### src/rtl/irtx_pkg.sv
package irtx_pkg;
  localparam int unsigned FIELD_CNT = 12;
  localparam int unsigned IDX_W     = 4;

  typedef logic [IDX_W-1:0] field_idx_t;

  localparam field_idx_t LAST_IDX = field_idx_t'(FIELD_CNT - 1);

  // IDLE: waiting for frame enable; ARMED: waiting for carrier boundary
  typedef enum logic [1:0] {
    SQ_IDLE  = 2'd0,
    SQ_ARMED = 2'd1,
    SQ_SEND  = 2'd2
  } seq_state_e;

  // burst kind = field index / 2 (odd indices are gaps)
  typedef enum logic [2:0] {
    BK_START  = 3'd0,
    BK_SELECT = 3'd1,
    BK_RIGHT  = 3'd2,
    BK_LEFT   = 3'd3,
    BK_FWD    = 3'd4,
    BK_BACK   = 3'd5
  } burst_kind_e;

  function automatic int unsigned umax(int unsigned a, int unsigned b);
    return (a > b) ? a : b;
  endfunction
endpackage

### src/rtl/irtx_tick.sv
module irtx_tick #(
  parameter int unsigned PERIOD = 2778
) (
  input  logic clk,
  input  logic rst_n,
  output logic stb,
  output logic hi
);
  localparam int unsigned CW   = (PERIOD > 1) ? $clog2(PERIOD) : 1;
  localparam logic [CW-1:0] LAST = CW'(PERIOD - 1);
  localparam logic [CW-1:0] HALF = CW'(PERIOD / 2);

  logic [CW-1:0] cnt_q;
  logic [CW-1:0] cnt_d;

  always_comb begin
    if (cnt_q == LAST) cnt_d = '0;
    else               cnt_d = cnt_q + 1'b1;
  end

  always_ff @(posedge clk or negedge rst_n) begin
    if (!rst_n) cnt_q <= '0;
    else        cnt_q <= cnt_d;
  end

  assign stb = (cnt_q == LAST);
  assign hi  = (cnt_q < HALF);

  generate
    if (PERIOD > 1) begin : g_chk
      AST_STROBE_SINGLE: assert property (@(posedge clk) disable iff (!rst_n) stb |=> !stb);
    end
  endgenerate
endmodule

### src/rtl/irtx_field_len.sv
module irtx_field_len
  import irtx_pkg::*;
#(
  parameter int unsigned START_LEN    = 96,
  parameter int unsigned SELECT_LEN   = 48,
  parameter int unsigned GAP_LEN      = 24,
  parameter int unsigned ASSERT_LEN   = 48,
  parameter int unsigned DEASSERT_LEN = 24,
  parameter int unsigned LEN_W        = 8
) (
  input  field_idx_t       idx,
  input  logic [3:0]       btn,
  output logic [LEN_W-1:0] len
);
  localparam logic [LEN_W-1:0] L_START = LEN_W'(START_LEN);
  localparam logic [LEN_W-1:0] L_SEL   = LEN_W'(SELECT_LEN);
  localparam logic [LEN_W-1:0] L_GAP   = LEN_W'(GAP_LEN);
  localparam logic [LEN_W-1:0] L_ON    = LEN_W'(ASSERT_LEN);
  localparam logic [LEN_W-1:0] L_OFF   = LEN_W'(DEASSERT_LEN);

  burst_kind_e kind;

  always_comb begin
    kind = burst_kind_e'(idx[3:1]);
    if (idx[0]) begin
      len = L_GAP;
    end else begin
      case (kind)
        BK_START:  len = L_START;
        BK_SELECT: len = L_SEL;
        BK_RIGHT:  len = btn[0] ? L_ON : L_OFF;
        BK_LEFT:   len = btn[1] ? L_ON : L_OFF;
        BK_FWD:    len = btn[2] ? L_ON : L_OFF;
        BK_BACK:   len = btn[3] ? L_ON : L_OFF;
        default:   len = L_GAP;
      endcase
    end
  end
endmodule

### src/rtl/irtx_seq.sv
module irtx_seq
  import irtx_pkg::*;
#(
  parameter int unsigned LEN_W     = 8,
  parameter int unsigned HALF_CLKS = 1389
) (
  input  logic             clk,
  input  logic             rst_n,
  input  logic             frame_stb,
  input  logic             car_stb,
  input  logic             car_hi,
  input  logic [3:0]       btn_in,
  input  logic [LEN_W-1:0] cur_len,
  output field_idx_t       idx_o,
  output logic [3:0]       btn_o,
  output logic             led_o
);
  seq_state_e       state_q, state_d;
  field_idx_t       idx_q, idx_d;
  logic [LEN_W-1:0] fcnt_q, fcnt_d;
  logic [3:0]       btn_q, btn_d;
  logic             led_q, led_d;
  logic             last_beat;

  // next-state process
  always_comb begin
    state_d   = state_q;
    idx_d     = idx_q;
    fcnt_d    = fcnt_q;
    btn_d     = btn_q;
    last_beat = (fcnt_q == (cur_len - 1'b1));
    case (state_q)
      SQ_IDLE: begin
        if (frame_stb) state_d = SQ_ARMED;
      end
      SQ_ARMED: begin
        if (car_stb) begin
          state_d = SQ_SEND;
          idx_d   = '0;
          fcnt_d  = '0;
          btn_d   = btn_in;
        end
      end
      SQ_SEND: begin
        if (car_stb) begin
          if (last_beat) begin
            fcnt_d = '0;
            if (idx_q == LAST_IDX) begin
              state_d = SQ_IDLE;
              idx_d   = '0;
            end else begin
              idx_d = idx_q + 1'b1;
            end
          end else begin
            fcnt_d = fcnt_q + 1'b1;
          end
        end
      end
      default: state_d = SQ_IDLE;
    endcase
    led_d = (state_q == SQ_SEND) && !idx_q[0] && car_hi;
  end

  // register process
  always_ff @(posedge clk or negedge rst_n) begin
    if (!rst_n) begin
      state_q <= SQ_IDLE;
      idx_q   <= '0;
      fcnt_q  <= '0;
      btn_q   <= '0;
      led_q   <= 1'b0;
    end else begin
      state_q <= state_d;
      idx_q   <= idx_d;
      fcnt_q  <= fcnt_d;
      btn_q   <= btn_d;
      led_q   <= led_d;
    end
  end

  assign idx_o = idx_q;
  assign btn_o = btn_q;
  assign led_o = led_q;

  // run length of LED-on clocks, kept for the carrier check
  logic [15:0] hi_run_q;
  always_ff @(posedge clk or negedge rst_n) begin
    if (!rst_n)                   hi_run_q <= '0;
    else if (!led_q)              hi_run_q <= '0;
    else if (hi_run_q != 16'hFFFF) hi_run_q <= hi_run_q + 1'b1;
  end

  AST_LED_RUN_LIMIT: assert property (@(posedge clk) disable iff (!rst_n)
    led_q |-> (hi_run_q < 16'(HALF_CLKS)));
  AST_FIELD_ON_BOUNDARY: assert property (@(posedge clk) disable iff (!rst_n)
    (state_q == SQ_SEND && $past(state_q == SQ_SEND) && idx_q != $past(idx_q)) |-> $past(car_stb));
  AST_GAP_DARK: assert property (@(posedge clk) disable iff (!rst_n)
    (state_q == SQ_SEND && idx_q[0] && $past(state_q == SQ_SEND && idx_q[0])) |-> !led_q);
  AST_IDLE_DARK: assert property (@(posedge clk) disable iff (!rst_n)
    (state_q == SQ_IDLE && $past(state_q == SQ_IDLE)) |-> !led_q);
  AST_BTN_HELD: assert property (@(posedge clk) disable iff (!rst_n)
    (state_q == SQ_SEND && $past(state_q == SQ_SEND)) |-> $stable(btn_q));
  AST_FRAME_IGNORED: assert property (@(posedge clk) disable iff (!rst_n)
    (state_q == SQ_SEND && frame_stb) |=> (state_q != SQ_ARMED));
  AST_IDX_RANGE: assert property (@(posedge clk) disable iff (!rst_n)
    idx_q <= LAST_IDX);
endmodule

### src/rtl/ir_packet_tx.sv
module ir_packet_tx
  import irtx_pkg::*;
#(
  parameter int unsigned CARRIER_CLKS = 2778,
  parameter int unsigned FRAME_CLKS   = 10_000_000,
  parameter int unsigned START_LEN    = 96,
  parameter int unsigned SELECT_LEN   = 48,
  parameter int unsigned GAP_LEN      = 24,
  parameter int unsigned ASSERT_LEN   = 48,
  parameter int unsigned DEASSERT_LEN = 24
) (
  input  logic clk,
  input  logic rst_n,
  input  logic btn_right,
  input  logic btn_left,
  input  logic btn_fwd,
  input  logic btn_back,
  output logic ir_led
);
  localparam int unsigned DIR_MAX = umax(ASSERT_LEN, DEASSERT_LEN);
  localparam int unsigned MAX_LEN = umax(umax(START_LEN, SELECT_LEN), umax(GAP_LEN, DIR_MAX));
  localparam int unsigned LEN_W   = $clog2(MAX_LEN + 1);
  localparam longint unsigned PKT_CLKS =
    longint'(START_LEN + SELECT_LEN + 4 * DIR_MAX + 6 * GAP_LEN) * longint'(CARRIER_CLKS);

  // parameter sanity: a packet plus arming delay must fit in one frame
  initial begin
    AST_PKT_FITS: assert (PKT_CLKS + 2 * CARRIER_CLKS < longint'(FRAME_CLKS))
      else $error("packet longer than frame period");
  end

  // reset: asynchronous assert, synchronous release
  logic [1:0] rst_sync_q;
  logic       rst_int_n;
  always_ff @(posedge clk or negedge rst_n) begin
    if (!rst_n) rst_sync_q <= '0;
    else        rst_sync_q <= {rst_sync_q[0], 1'b1};
  end
  assign rst_int_n = rst_sync_q[1];

  logic             car_stb, car_hi;
  logic             frm_stb, frm_hi_unused;
  field_idx_t       idx;
  logic [3:0]       btn_lat;
  logic [LEN_W-1:0] cur_len;
  logic             led;

  irtx_tick #(.PERIOD(CARRIER_CLKS)) u_carrier (
    .clk(clk), .rst_n(rst_int_n), .stb(car_stb), .hi(car_hi)
  );

  irtx_tick #(.PERIOD(FRAME_CLKS)) u_frame (
    .clk(clk), .rst_n(rst_int_n), .stb(frm_stb), .hi(frm_hi_unused)
  );

  irtx_field_len #(
    .START_LEN(START_LEN), .SELECT_LEN(SELECT_LEN), .GAP_LEN(GAP_LEN),
    .ASSERT_LEN(ASSERT_LEN), .DEASSERT_LEN(DEASSERT_LEN), .LEN_W(LEN_W)
  ) u_len (
    .idx(idx), .btn(btn_lat), .len(cur_len)
  );

  irtx_seq #(.LEN_W(LEN_W), .HALF_CLKS(CARRIER_CLKS / 2)) u_seq (
    .clk(clk), .rst_n(rst_int_n),
    .frame_stb(frm_stb), .car_stb(car_stb), .car_hi(car_hi),
    .btn_in({btn_back, btn_fwd, btn_left, btn_right}),
    .cur_len(cur_len), .idx_o(idx), .btn_o(btn_lat), .led_o(led)
  );

  assign ir_led = led;

  AST_RESET_DARK: assert property (@(posedge clk) !rst_int_n |-> !ir_led);
endmodule

### config.mk
export PLATFORM = sky130hd
export DESIGN_NAME = ir_packet_tx
export DESIGN_NICKNAME = d
export VERILOG_FILES = /design/src/rtl/irtx_pkg.sv /design/src/rtl/irtx_tick.sv /design/src/rtl/irtx_field_len.sv /design/src/rtl/irtx_seq.sv /design/src/rtl/ir_packet_tx.sv
export SDC_FILE = /design/constraint.sdc
export NUM_CORES = 1
export LEC_CHECK = 0
export BUFFER_PORTS_ARGS = -buffer_cell sky130_fd_sc_hd__buf_2
export CAP_MARGIN = 10
export CORE_UTILIZATION = 40
export CTS_CLUSTER_DIAMETER = 100
export DETAILED_ROUTE_END_ITERATION = 7
export HOLD_SLACK_MARGIN = 0.03
export PLACE_DENSITY = 0.53
export RECOVER_POWER = 100
export SLEW_MARGIN = 0
export SYNTH_ARGS = -nofsm -noshare
export SYNTH_HDL_FRONTEND = slang
export SYNTH_SLANG_ARGS = --single-unit
### constraint.sdc
create_clock -name clk -period 3.9 [get_ports clk]
set_input_delay 0.39 -clock clk [delete_from_list [all_inputs] [get_ports clk]]
set_output_delay 0.39 -clock clk [all_outputs]
set_load 0.05 [all_outputs]
# Word level (Yosys, flattened, before mapping)

Index checks and enable logic that the tools add are counted.

Input bits: 6
Flip-flop bits (word level): 56
Output and inout bits: 1

$add $sub $neg: 5
Muxes and demuxes: 23
Reductions and logical operators: 10
Equal/unequal tests: 16
$lt $le $gt $ge: 1

Operators by type and width:

| kind                  | count |
|---|---|
| $pmux 7 s6            | 1 |
| $mux 7                | 4 |
| $add 24x1->24 const B | 1 |
| $eq 24x24->1 const B  | 1 |
| $mux 24               | 1 |
| $mux 6                | 4 |
| $mux 4                | 4 |
| $pmux 7 s2            | 1 |
| $add 12x1->12 const B | 1 |
| $eq 12x12->1 const B  | 1 |
| $lt 12x11->1 const B  | 1 |
| $mux 12               | 1 |
| $mux 2                | 5 |
| $pmux 4 s2            | 1 |
| $add 7x1->7 const B   | 1 |
| $eq 7x7->1            | 1 |
| $sub 7x1->7 const B   | 1 |
| $eq 3x2->1 const B    | 2 |
| $eq 3x3->1 const B    | 2 |
| $ne 2x2->1 const B    | 3 |
| $pmux 2 s3            | 1 |
| $reduce_and 5->1      | 1 |
| $add 4x1->4 const B   | 1 |
| $eq 4x4->1 const B    | 1 |
| other kinds (12)      | 14 |

# Depth between registers and ports, before layout

Gate-level depths: netlist (run 1).

Word-level depth: 8
Gate-level depth with buffers: 10

# Hierarchy

Synthesis (run 1) repeated with hierarchy kept, for this count alone.

Cell total of the unflattened synthesis: 332
Area, all modules: 3,284.4 um2

By module, submodules not included:

| module                 | area each (um2) | instances | sequential area each (um2) | cells each |
|---|---|---|---|---|
| irtx_tick at u_frame   | 1,244.9         | 1         | 600.6                      | 121 |
| irtx_seq               | 1,154.9         | 1         | 450.4                      | 120 |
| irtx_tick at u_carrier | 678.2           | 1         | 300.3                      | 68 |
| irtx_field_len         | 152.6           | 1         | 0.0                        | 20 |
| ir_packet_tx           | 53.8            | 1         | 50.0                       | 3 |

# Least setup slack after synthesis (run 1)

Ideal clock, no wire load.

Path type: register -> register
Start point: register u_seq.idx_q[2] (netlist: u_seq.idx_o[2])
End point: register u_seq.state_q[1]
Slack: 1.251 ns
Required time: 3.775 ns
Cell stages (with the launch flop): 11
Period minus slack after synthesis: 2.649 ns
Path buffers: 0
Library setup time: 0.125 ns
Arrival time: 2.525 ns
Cells stage by stage: dfrtp_1 -> ha_1 -> or2_4 -> a221oi_1 -> ha_1 -> xor2_1 -> and3_1 -> a32o_1 -> o31ai_1 -> a21oi_1 -> mux2_2

Longest elaborated chain between the ends: 7
Elaborated cells between the ends (all ways): 14
Those cells by class: 1 x add/sub; 9 x eq/ne; 2 x mux; 2 x reduce/logical

RTL lines:

| what                               | line                 | RTL |
|---|---|---|
| start: declaration                 | irtx_seq.sv:19       | `field_idx_t idx_q, idx_d;` |
| start signal: assignment           | irtx_seq.sv:74       | `idx_q <= idx_d;` |
| $eq 3x3->1 (tied with other cells) | irtx_field_len.sv:28 | `case (kind)` |
| $pmux 7 s6                         | irtx_field_len.sv:28 |  |
| $mux 7                             | irtx_field_len.sv:25 | `if (idx[0]) begin` |
| $sub 7x1->7                        | irtx_seq.sv:31       | `last_beat = (fcnt_q == (cur_len - 1'b1));` |
| $eq 7x7->1                         | irtx_seq.sv:31       |  |
| $ne 2x1->1 (no line)               | -                    |  |
| $reduce_and 5->1 (no line) (*)     | -                    |  |
| end signal: assignment             | irtx_seq.sv:73       | `state_q <= state_d;` |
| end: declaration                   | irtx_seq.sv:18       | `seq_state_e state_q, state_d;` |

Every way passes the cells marked *; elsewhere a longest branch is shown, timed or not.
A chain may end at the register's enable or synchronous reset.

# Final worst setup path (run 1)

Start point: register u_seq.idx_q[2] (netlist: u_seq.idx_o[2])
End point: register u_seq.idx_q[1] (netlist: u_seq.idx_o[1])

Longest elaborated chain between the ends: 7
Elaborated cells between the ends (all ways): 17
Those cells by class: 1 x add/sub; 8 x eq/ne; 6 x mux; 2 x reduce/logical

RTL lines:

| what                               | line |
|---|---|
| $eq 3x3->1 (tied with other cells) | irtx_field_len.sv:28 |
| $pmux 7 s6                         | irtx_field_len.sv:28 |
| $mux 7                             | irtx_field_len.sv:25 |
| $sub 7x1->7                        | irtx_seq.sv:31 |
| $eq 7x7->1                         | irtx_seq.sv:31 |
| $ne 2x1->1 (no line)               | - |
| $reduce_and 4->1 (no line)         | - |

Parallel ways exist; a longest one is shown, timed or not. The select of a mux whose other input is x is not followed.

==> results of run 1 <==
[final timing paths]
kind                                    end  cells after the start           start
min                        u_frame.cnt_q[0]                      0   rst_sync_q[1]
min in group clk             u_seq.btn_o[3]                      2        btn_back
max in group asynchronous   u_seq.fcnt_q[6]                      1   rst_sync_q[1]
max reg2reg                  u_seq.idx_o[1]                      9  u_seq.idx_o[2]
max                          u_seq.idx_o[1]                      9  u_seq.idx_o[2]
min reg2reg                u_frame.cnt_q[0]                      0   rst_sync_q[1]
[per-layer routing]
layer / share of wire / wire, um / vias up
li1: - / - / 1061
met1: 0.53 / 2930 / 1024
met2: 0.44 / 2400 / 15
met3: 0.020 / 110 / 5
met4: 0.0069 / 38 / 0
met5: 0 / 0 / -
[flip-flops by register name, indices dropped and copies added, names as in the netlist]
register,cells
u_seq.state_q,2
u_seq.idx_o,4
u_carrier.cnt_q,12
rst_sync_q,2
u_seq.led_o,1
u_seq.fcnt_q,7
u_seq.btn_o,4
u_frame.cnt_q,24
[placed cells by master, fill, tap and decap left out, types with 6 or more instances in the layout]
master    synthesis  final
ha_1             13     13
xnor2_1          15     15
nor3_1           10     10
dfrtp_1          56     56
and3_1            6      6
a21oi_1           8      8
inv_1            12     12
o21ai_0          10     11
nand4_1          10     10
nor2_1           26     26
nand2_1          29     29
xor2_1           17     17
nor4_1            6      6
nand3_1          16     16
clkbuf_1          6      6
[cell type report]
class / instances / area share
Clock buffer: 5 / 0.0216
Inverter: 12 / 0.0141
Sequential cell: 56 / 0.439
Tap cell: 96 / 0.0377
Clock inverter: 3 / 0.0149
Timing Repair Buffer: 11 / 0.0165
Multi-Input combinational cell: 222 / 0.456
[logic make-up after synthesis]
family,Yosys count
mux,7
other cells,1
simple gates,128
xor+xnor,32
fa+ha+maj,13
buf+inv,20
flops,56
compound gates,41
[timing repair]
| item | in CTS | in global routing |
|---|---|---|
| hold buffers | 1 | 0 |
| resized for setup | 0 | 0 |
| endpoints found under the hold margin | 2 | 0 |
[through the flow]
| stage | cell area, um^2 | hold WS, ps |
|---|---|---|
| 6_report | 3190 | 296 |
| 4_1_cts | 3240 | 216 |
| 3_3_place_gp | 3110 | 176 |
| 5_1_grt | 3190 | 296 |
| 3_5_place_dp | 3110 | 178 |
| 2_1_floorplan | 2950 | 94.4 |
[report_power, final]
part | switching (mW) | internal, mW | total (mW)
clock network | 0.194 | 0.194 | 0.388
logic | 0.0102 | 0.00464 | 0.0149
registers | 0.00445 | 0.583 | 0.588
total | 0.209 | 0.782 | 0.990
==> flow_summary.yaml, run 1 <==
cts:
  clock_sinks: 56
  cts_buffers: 5
  post-cts-setup-buffers: 0
  root_buffer: "clkbuf_8"
  clk_pin_slew_ps: 100
  cts_tree: "yes"
  clockBufferDepth: 2
  htree_levels: 2
  clk_latency_ps: 310
setup_path:
  cp_top_family: "compound AO/OA/AOI/OAI gates"
  startpoint_type: "flop"
  path_cells: "ha_1 -> or2_0 -> a311oi_1 -> ha_1 -> xor2_1 -> and3_1 -> o2111ai_1 -> nor2_1 -> a311o_1"
  path_common_cell: "ha_1"
  r2r_slack_ps: 710
  path_max_fanout: 9
  end_kind: "flop"
  crit_required_ps: 4100
  crit_type: "reg2reg"
  critPathSlowestCell: "o2111ai_1"
  cpPeakStageDelay_ps: 590
  crit_arrival_ps: 3390
  crit_buf_inv: 0
logic_synthesis:
  synth_compound_area_frac: 0.101
  synth_top_family_by_area: "simple AND/OR/NAND/NOR gates"
  yosysSeqAreaShare: 0.476
  ys_async_sr_fraction: 1.00
  synthSimpleGateAreaFrac: 0.220
  netlist_instances: 298
  syn_area_per_cell_um2: 9.89
  synth_edf_count: 0
  synth_seq_cells: 56
  ys_types: 53
  muxShareOfSynthArea: 0.0259
  synth-main-ff-cell: "dfrtp_1"
  yosys.area_share.adder: 0.0552
  synth_nets: 317
  synth.top_cell.area_share: 0.476
  yosys.area.top_type: "dfrtp_1"
  synth_warnings: 0
  post-synth-top-count-cell: "dfrtp_1"
  synth.area.top_cells: "dfrtp_1 (48%), ha_1 (5.5%), xor2_1 (5.1%)"
  synthesis.area_um2: 2950
  synthTopCellsByCount: "dfrtp_1 (56), nand2_1 (29), nor2_1 (26)"
  synth_xor_area_frac: 0.0951
cells_and_area:
  fin_cells: 405
  multi_input_comb_area_um2: 1450
  n_antenna_cell: 0
  syn2layout_area_growth_pct: 8.24
  drive_gt1_frac: 0.0680
  final-seq-area_um2: 1400
  num-fill-cells: 685
  fin_util: 0.459
  nNetsFinal: 327
grt:
  grt_use_met3: 0.0311
  antenna_found_initial: 0
  use_met1: 0.231
  top_usage_layer: "met2"
  overflow: 0
  grt_pass1_vias: 2115
  grt_max_degree: 38
  grt_pass1_wl_um: 9830
  grt_util_all_layers: 0.165
  grt_use_met2: 0.264
timing:
  rsz0062_at_grt: "false"
  period_needed_ps: 3190
  finalSetupViolCount: 0
  tns_ps: 0
  layout_setup_ws_ps: 706
  slew_headroom: -0.362
  maxSlewViolCount: 38
  fin_crit_sh: 0.819
  finClkSkew_ps: 6.13
  worst_slew_pin_slew_ps: 2040
  max_freq_mhz: 313
  hold_violations: 0
route:
  drt_iter0_drc: 85
  antenna_left: 0
  vias_per_cell: 5.20
  vias: 2105
  drc: 0
  detail_route.wirelength_um: 5470
  avgRoutedWirePerCell_um: 13.5
  first_pass_iters: 4
flow_run:
  max_cap_violations: 1
die:
  die_x_um: 87.8
  std_cell_rows: 30
  core_um2: 6940
  dieHeight_um: 87.8
  initial_core_util: 0.424
  ioPinCount: 7
  die_area_um2: 7710
pwr:
  power_mw: 0.990
  p_per_area_nw_per_um2: 311
  power_leakage_nw: 1.40
  vdd_drop_max_mv: 0.132
status:
  status: "finished, violations left"
  violations: "capacitance limit, slew limit"
placement:
  place_ws_ps: 1040
  dpl.cell_count: 396
  place.gp.congestion: 0.776
  portBuffers: 6
  dp_hpwl_um: 3890
hold_path:
  worstHoldPathType: "reg2async"
Power figures use the tool's default switching activity.
==> inputs of run 2 (changes only) <==
ABC_AREA = 1   (was default)
PLACE_DENSITY = 0.55   (was 0.53)
clock period = 2.6 ns   (was 3.9 ns; I/O delays follow)
==> run 2 against run 1 <==
Effect of this change:
- the run now ends clean
- register-to-register slack worse by 460 ps
- total power grew 41%
- die area up 11%
- critical path depth grew 6
- cell area increased by 12%
- wire length rose by 18%
- clock skew fell by 2.3 ps
- synthesized cell count up 40%
- clock-buffer cell count rose by 3
- core utilization fell by 0.58 points
- sequential cell count stayed put
- fmax increased by 36%
- largest power group unchanged
- highest routed layer unchanged
==> flow_summary.yaml, run 2 <==
timing:
  maxSlewViolCount: 0
  slew_headroom: 0.326
  max_freq_mhz: 426
  period_needed_ps: 2350
  whs_ps: 173
  tns_ps: 0
  fin_crit_sh: 0.904
  rsz0062_at_grt: "false"
  worst_slew_pin_slew_ps: 1010
  finClkSkew_ps: 3.86
  layout_setup_ws_ps: 250
  hold_violations: 0
  finalSetupViolCount: 0
logic_synthesis:
  synth_xor_area_frac: 0.0560
  synth_seq_cells: 56
  yosys.area.top_type: "dfrtp_1"
  post-synth-top-count-cell: "inv_1"
  syn_area_per_cell_um2: 7.87
  synth.top_cell.area_share: 0.427
  muxShareOfSynthArea: 0.0137
  synth_compound_area_frac: 0.0553
  yosys.area_share.adder: 0.0496
  synth_top_family_by_area: "simple AND/OR/NAND/NOR gates"
  ys_async_sr_fraction: 1.00
  synthTopCellsByCount: "inv_1 (77), nand2_1 (72), dfrtp_1 (56)"
  netlist_instances: 417
  synthSimpleGateAreaFrac: 0.299
  synth-main-ff-cell: "dfrtp_1"
  synth_warnings: 0
  yosysSeqAreaShare: 0.427
  synth_edf_count: 0
  synth_nets: 436
  ys_types: 32
  synth.area.top_cells: "dfrtp_1 (43%), inv_1 (8.8%), nand2_1 (8.2%)"
  synthesis.area_um2: 3280
cts:
  cts_tree: "yes"
  cts_buffers: 5
  clockBufferDepth: 2
  root_buffer: "clkbuf_8"
  clk_latency_ps: 310
  clk_pin_slew_ps: 90
  htree_levels: 2
  clock_sinks: 56
placement:
  dp_hpwl_um: 4940
  place_ws_ps: 135
  portBuffers: 6
  place.gp.congestion: 0.820
pwr:
  p_per_area_nw_per_um2: 392
  vdd_drop_max_mv: 0.183
  power_leakage_nw: 1.76
cells_and_area:
  top_register: "u_frame.cnt_q"
  syn2layout_area_growth_pct: 8.43
  largest_reg_flops: 24
  drive_gt1_frac: 0.0801
  nNetsFinal: 455
  layout_common_cells: "inv_1 (75), nand2_1 (72), dfrtp_1 (54)"
  layout_commonest_cell: "inv_1"
  biggestRegsByFlops: "u_frame.cnt_q (24), u_carrier.cnt_q (12), u_seq.fcnt_q (7)"
  n_antenna_cell: 0
setup_path:
  path_max_fanout: 7
  crit_arrival_ps: 2550
  crit_type: "reg2reg"
  startpoint_type: "flop"
  end_kind: "flop"
  crit_required_ps: 2800
status:
  status: "finished, final reports clean"
die:
  die_x_um: 92.6
  initial_core_util: 0.418
  die_area_um2: 8570
  dieHeight_um: 92.6
  std_cell_rows: 32
  core_um2: 7850
  ioPinCount: 7
grt:
  overflow: 0
  grt_pass1_wl_um: 11600
  grt_util_all_layers: 0.168
  antenna_found_initial: 0
  grt_pass1_vias: 2522
  grt_max_degree: 26
route:
  vias: 2639
  first_pass_iters: 4
  drt_iter0_drc: 124
  antenna_left: 0
  detail_route.wirelength_um: 6460
  vias_per_cell: 4.90
  drc: 0
  avgRoutedWirePerCell_um: 12.0
hold_path:
  worstHoldPathType: "in2reg"
flow_run:
  max_cap_violations: 0
## run 2: cell types whose count changed in the layout (fill, tap and decap cells not counted), moves of 6 or more
cell	before	now
a21oi_1	8	15
and3_1	6	0
buf_4	0	6
inv_1	12	75
nand2_1	29	72
nand3_1	16	34
nand4_1	10	18
nor2_1	26	38
nor3_1	10	20
xnor2_1	15	1
## run 2: worst paths after layout
check / to / slack, ps / startpoint / cells after the start
worst max-delay path: u_seq.fcnt_q[3] / 250 / u_seq.idx_o[2] / 15
worst min register to register: rst_sync_q[1] / 360 / rst_sync_q[0] / 0
min in group asynchronous: rst_sync_q[0] / 250 / rst_n / 2
max in group asynchronous: u_seq.fcnt_q[5] / 870 / rst_sync_q[1] / 1
worst min-delay path: u_seq.btn_o[3] / 170 / btn_back / 2
worst max register to register: u_seq.fcnt_q[3] / 250 / u_seq.idx_o[2] / 15
## run 2: area by class of cell
| cell class | count | area, um^2 |
|---|---|---|
| multi-input combinational | 279 | 1550 |
| clock buffer | 8 | 90.1 |
| tap | 102 | 128 |
| inverter | 78 | 293 |
| fill | 800 | 4290 |
| timing repair buffer | 16 | 93.8 |
| sequential | 56 | 1400 |
## run 2: kinds of logic after synthesis
group | count (synthesis)
flops | 56
mux | 4
other cells | 1
buf+inv | 82
simple gates | 208
xor+xnor | 21
compound gates | 32
fa+ha+maj | 13
## run 2: stage by stage
step                power, mW  cell area (um^2)  std cells  utilization
finish                   1.40              3560        539        0.453
global route             1.46              3560        539        0.453
CTS                      1.42              3560        537        0.454
detailed placement      0.924              3460        528        0.441
global placement        0.923              3460        528        0.441
floorplan               0.910              3280        417            -
## run 2: timing repair
| action | in CTS | in global routing |
|---|---|---|
| setup buffers | 0 | 2 |
| hold buffers | 1 | 0 |
| resized for setup | 0 | 6 |
| endpoints found under the hold margin | 2 | 0 |
| endpoints found under the setup margin | 0 | 11 |
## run 2: power breakdown
part           switching, mW  total [mW]  internal, mW
clock network          0.273       0.491         0.218
registers             0.0106       0.885         0.875
logic                 0.0119      0.0186       0.00663
## run 2: critical path: stages (launching register included)
cell and delay, ps:
dfrtp_2 460, buf_4 160, nand2_1 80, nor2_1 60, nand2_1 70, nand3_1 100, nor2_2 150, ha_1 260
a21oi_1 130, o21ai_0 90, nor2_1 100, nand2_1 100, o21bai_4 240, nand2_4 100, inv_2 90, nor2_1 40
## run 2: layer usage
| layer | wire (um) | track usage |
|---|---|---|
| met5 | 0 | 0 |
| met4 | 74 | 0.0469 |
| met3 | 161 | 0.0296 |
| met2 | 2810 | 0.257 |
| met1 | 3420 | 0.245 |
==> inputs of run 3 (changes only) <==
SYNTH_HIERARCHICAL = 1   (was default)
==> run 3 against run 2 <==
Effect of this change:
- critical path type unchanged
- sequential power shrank 0.8%
- combinational power grew 94%
- clock skew grew 5.5 ps
- cell area grew 11%
- global-route usage grew 0.30 points
- highest routed layer unchanged
- sequential share of layout area shrank 3.9 points
- fmax grew 1.4%
- first-iteration DRC count shrank 2.4%
- sequential cell count is the same
- clock-buffer cell count shrank 3
- cell count grew 23%
==> flow_summary.yaml, run 3 <==
cts:
  cts_tree: "yes"
  root_buffer: "clkbuf_8"
  cts_buffers: 5
  clk_latency_ps: 310
  post-cts-setup-buffers: 0
  clk_pin_slew_ps: 90
  clockBufferDepth: 2
  clock_sinks: 56
  htree_levels: 2
timing:
  finClkSkew_ps: 9.37
  maxSlewViolCount: 0
  rsz0062_at_grt: "false"
  tns_ps: 0
  max_freq_mhz: 431
  worst_slew_pin_slew_ps: 861
  slew_headroom: 0.426
  period_needed_ps: 2320
  fin_crit_sh: 0.891
  finalSetupViolCount: 0
  hold_violations: 0
cells_and_area:
  layout_commonest_cell: "nand2_1"
  biggestRegsByFlops: "u_frame/cnt_q (24), u_carrier/cnt_q (12), u_seq/fcnt_q (7)"
  syn2layout_area_growth_pct: 5.74
  layout_common_cells: "nand2_1 (149), nor2_1 (95), inv_1 (84)"
  largest_reg_flops: 24
  num-fill-cells: 925
  n_antenna_cell: 0
  top_register: "u_frame/cnt_q"
  fin_cells: 664
  nNetsFinal: 571
  drive_gt1_frac: 0.0863
setup_path:
  crit_arrival_ps: 2520
  path_cells: "ha_1 -> or2_1 -> nor2_1 -> nand4_1 -> inv_1 -> nand2_1 -> o21ai_1 -> nand2_1 -> nor2_1 -> nand3_1 -> nand2_2 -> nor2_1"
  critPathSlowestCell: "dfrtp_2"
  cp_top_family: "simple AND/OR/NAND/NOR gates"
  cpPeakStageDelay_ps: 500
  path_common_cell: "nor2_1"
  startpoint_type: "flop"
  end_kind: "flop"
  crit_buf_inv: 1
  crit_required_ps: 2800
  path_max_fanout: 11
  crit_type: "reg2reg"
die:
  dieHeight_um: 98.5
  std_cell_rows: 34
  die_area_um2: 9710
  core_um2: 8890
  ioPinCount: 7
  die_x_um: 98.5
  initial_core_util: 0.419
route:
  vias: 3164
  drt_iter0_drc: 121
  vias_per_cell: 4.77
  antenna_left: 0
  first_pass_iters: 6
  avgRoutedWirePerCell_um: 11.7
  drc: 0
  detail_route.wirelength_um: 7750
logic_synthesis:
  synth_warnings: 6
  syn_area_per_cell_um2: 6.88
  synthesis.area_um2: 3730
  netlist_instances: 542
grt:
  grt_pass1_wl_um: 13400
  grt_max_degree: 37
  antenna_found_initial: 0
  overflow: 0
  grt_util_all_layers: 0.171
  grt_pass1_vias: 2978
flow_run:
  max_cap_violations: 0
pwr:
  p_per_area_nw_per_um2: 347
  vdd_drop_max_mv: 0.204
  power_leakage_nw: 1.95
placement:
  portBuffers: 6
  place.gp.congestion: 0.854
  dpl.cell_count: 656
  dp_hpwl_um: 6110
status:
  status: "finished, final reports clean"
hold_path:
  worstHoldPathType: "in2reg"
-- run 3: timing repair --
action | CTS | global route
hold buffers | 1 | 0
resized for setup | 0 | 2
endpoints found under the hold margin | 2 | 0
endpoints found under the setup margin | 0 | 5
-- run 3: worst paths after layout --
path                                     start           endpoint  slack (ps)  cells after the start
worst min register to register   rst_sync_q[1]  u_frame/cnt_q[21]         330                      0
min in group asynchronous                rst_n      rst_sync_q[0]         260                      2
worst min-delay path                 btn_right     u_seq/btn_o[0]         150                      3
max in group asynchronous        rst_sync_q[1]     u_seq/idx_o[3]         910                      1
worst max-delay path            u_seq/idx_o[3]    u_seq/fcnt_q[2]         280                     12
worst max register to register  u_seq/idx_o[3]    u_seq/fcnt_q[2]         280                     12
-- run 3: tightest hold or removal path: stages --
cell,delay [ps]
buf_2,80
nand2_1,40
nand2_1,50
-- run 3: area by class of cell --
class,instances,area [um^2],area share
Multi-Input combinational cell,392,1920,0.488
Sequential cell,56,1400,0.356
Inverter,91,342,0.0866
Tap cell,108,135,0.0343
Clock buffer,5,68.8,0.0175
Timing Repair Buffer,10,57.6,0.0146
Clock inverter,2,12.5,0.00317
-- run 3: per-layer routing --
metal,GRT usage,up-vias,wire (um)
li1,-,1687,-
met1,0.217,1430,3710
met2,0.297,34,3710
met3,0.0298,13,187
met4,0.0563,0,134
met5,0,-,0
-- run 3: metrics by stage --
step | power [mW] | area (um^2) | utilization | hold WS, ps | setup slack, ps
floorplan | 0.921 | 3740 | - | -35.6 | 522
global placement | 0.930 | 3890 | 0.437 | 45.3 | 321
detailed placement | 0.930 | 3890 | 0.437 | 48.4 | 203
CTS | 1.40 | 3980 | 0.447 | 144 | 184
global route | 1.44 | 3940 | 0.443 | 137 | 33.7
finish | 1.37 | 3940 | 0.443 | 151 | 282
-- run 3: where the power goes --
part | switching (mW) | internal (mW) | total (mW) | leakage (nW)
registers | 0.00585 | 0.872 | 0.878 | 0.725
logic | 0.0250 | 0.0110 | 0.0360 | 1.18
clock network | 0.273 | 0.183 | 0.456 | 0.0400
total | 0.304 | 1.07 | 1.37 | 1.95
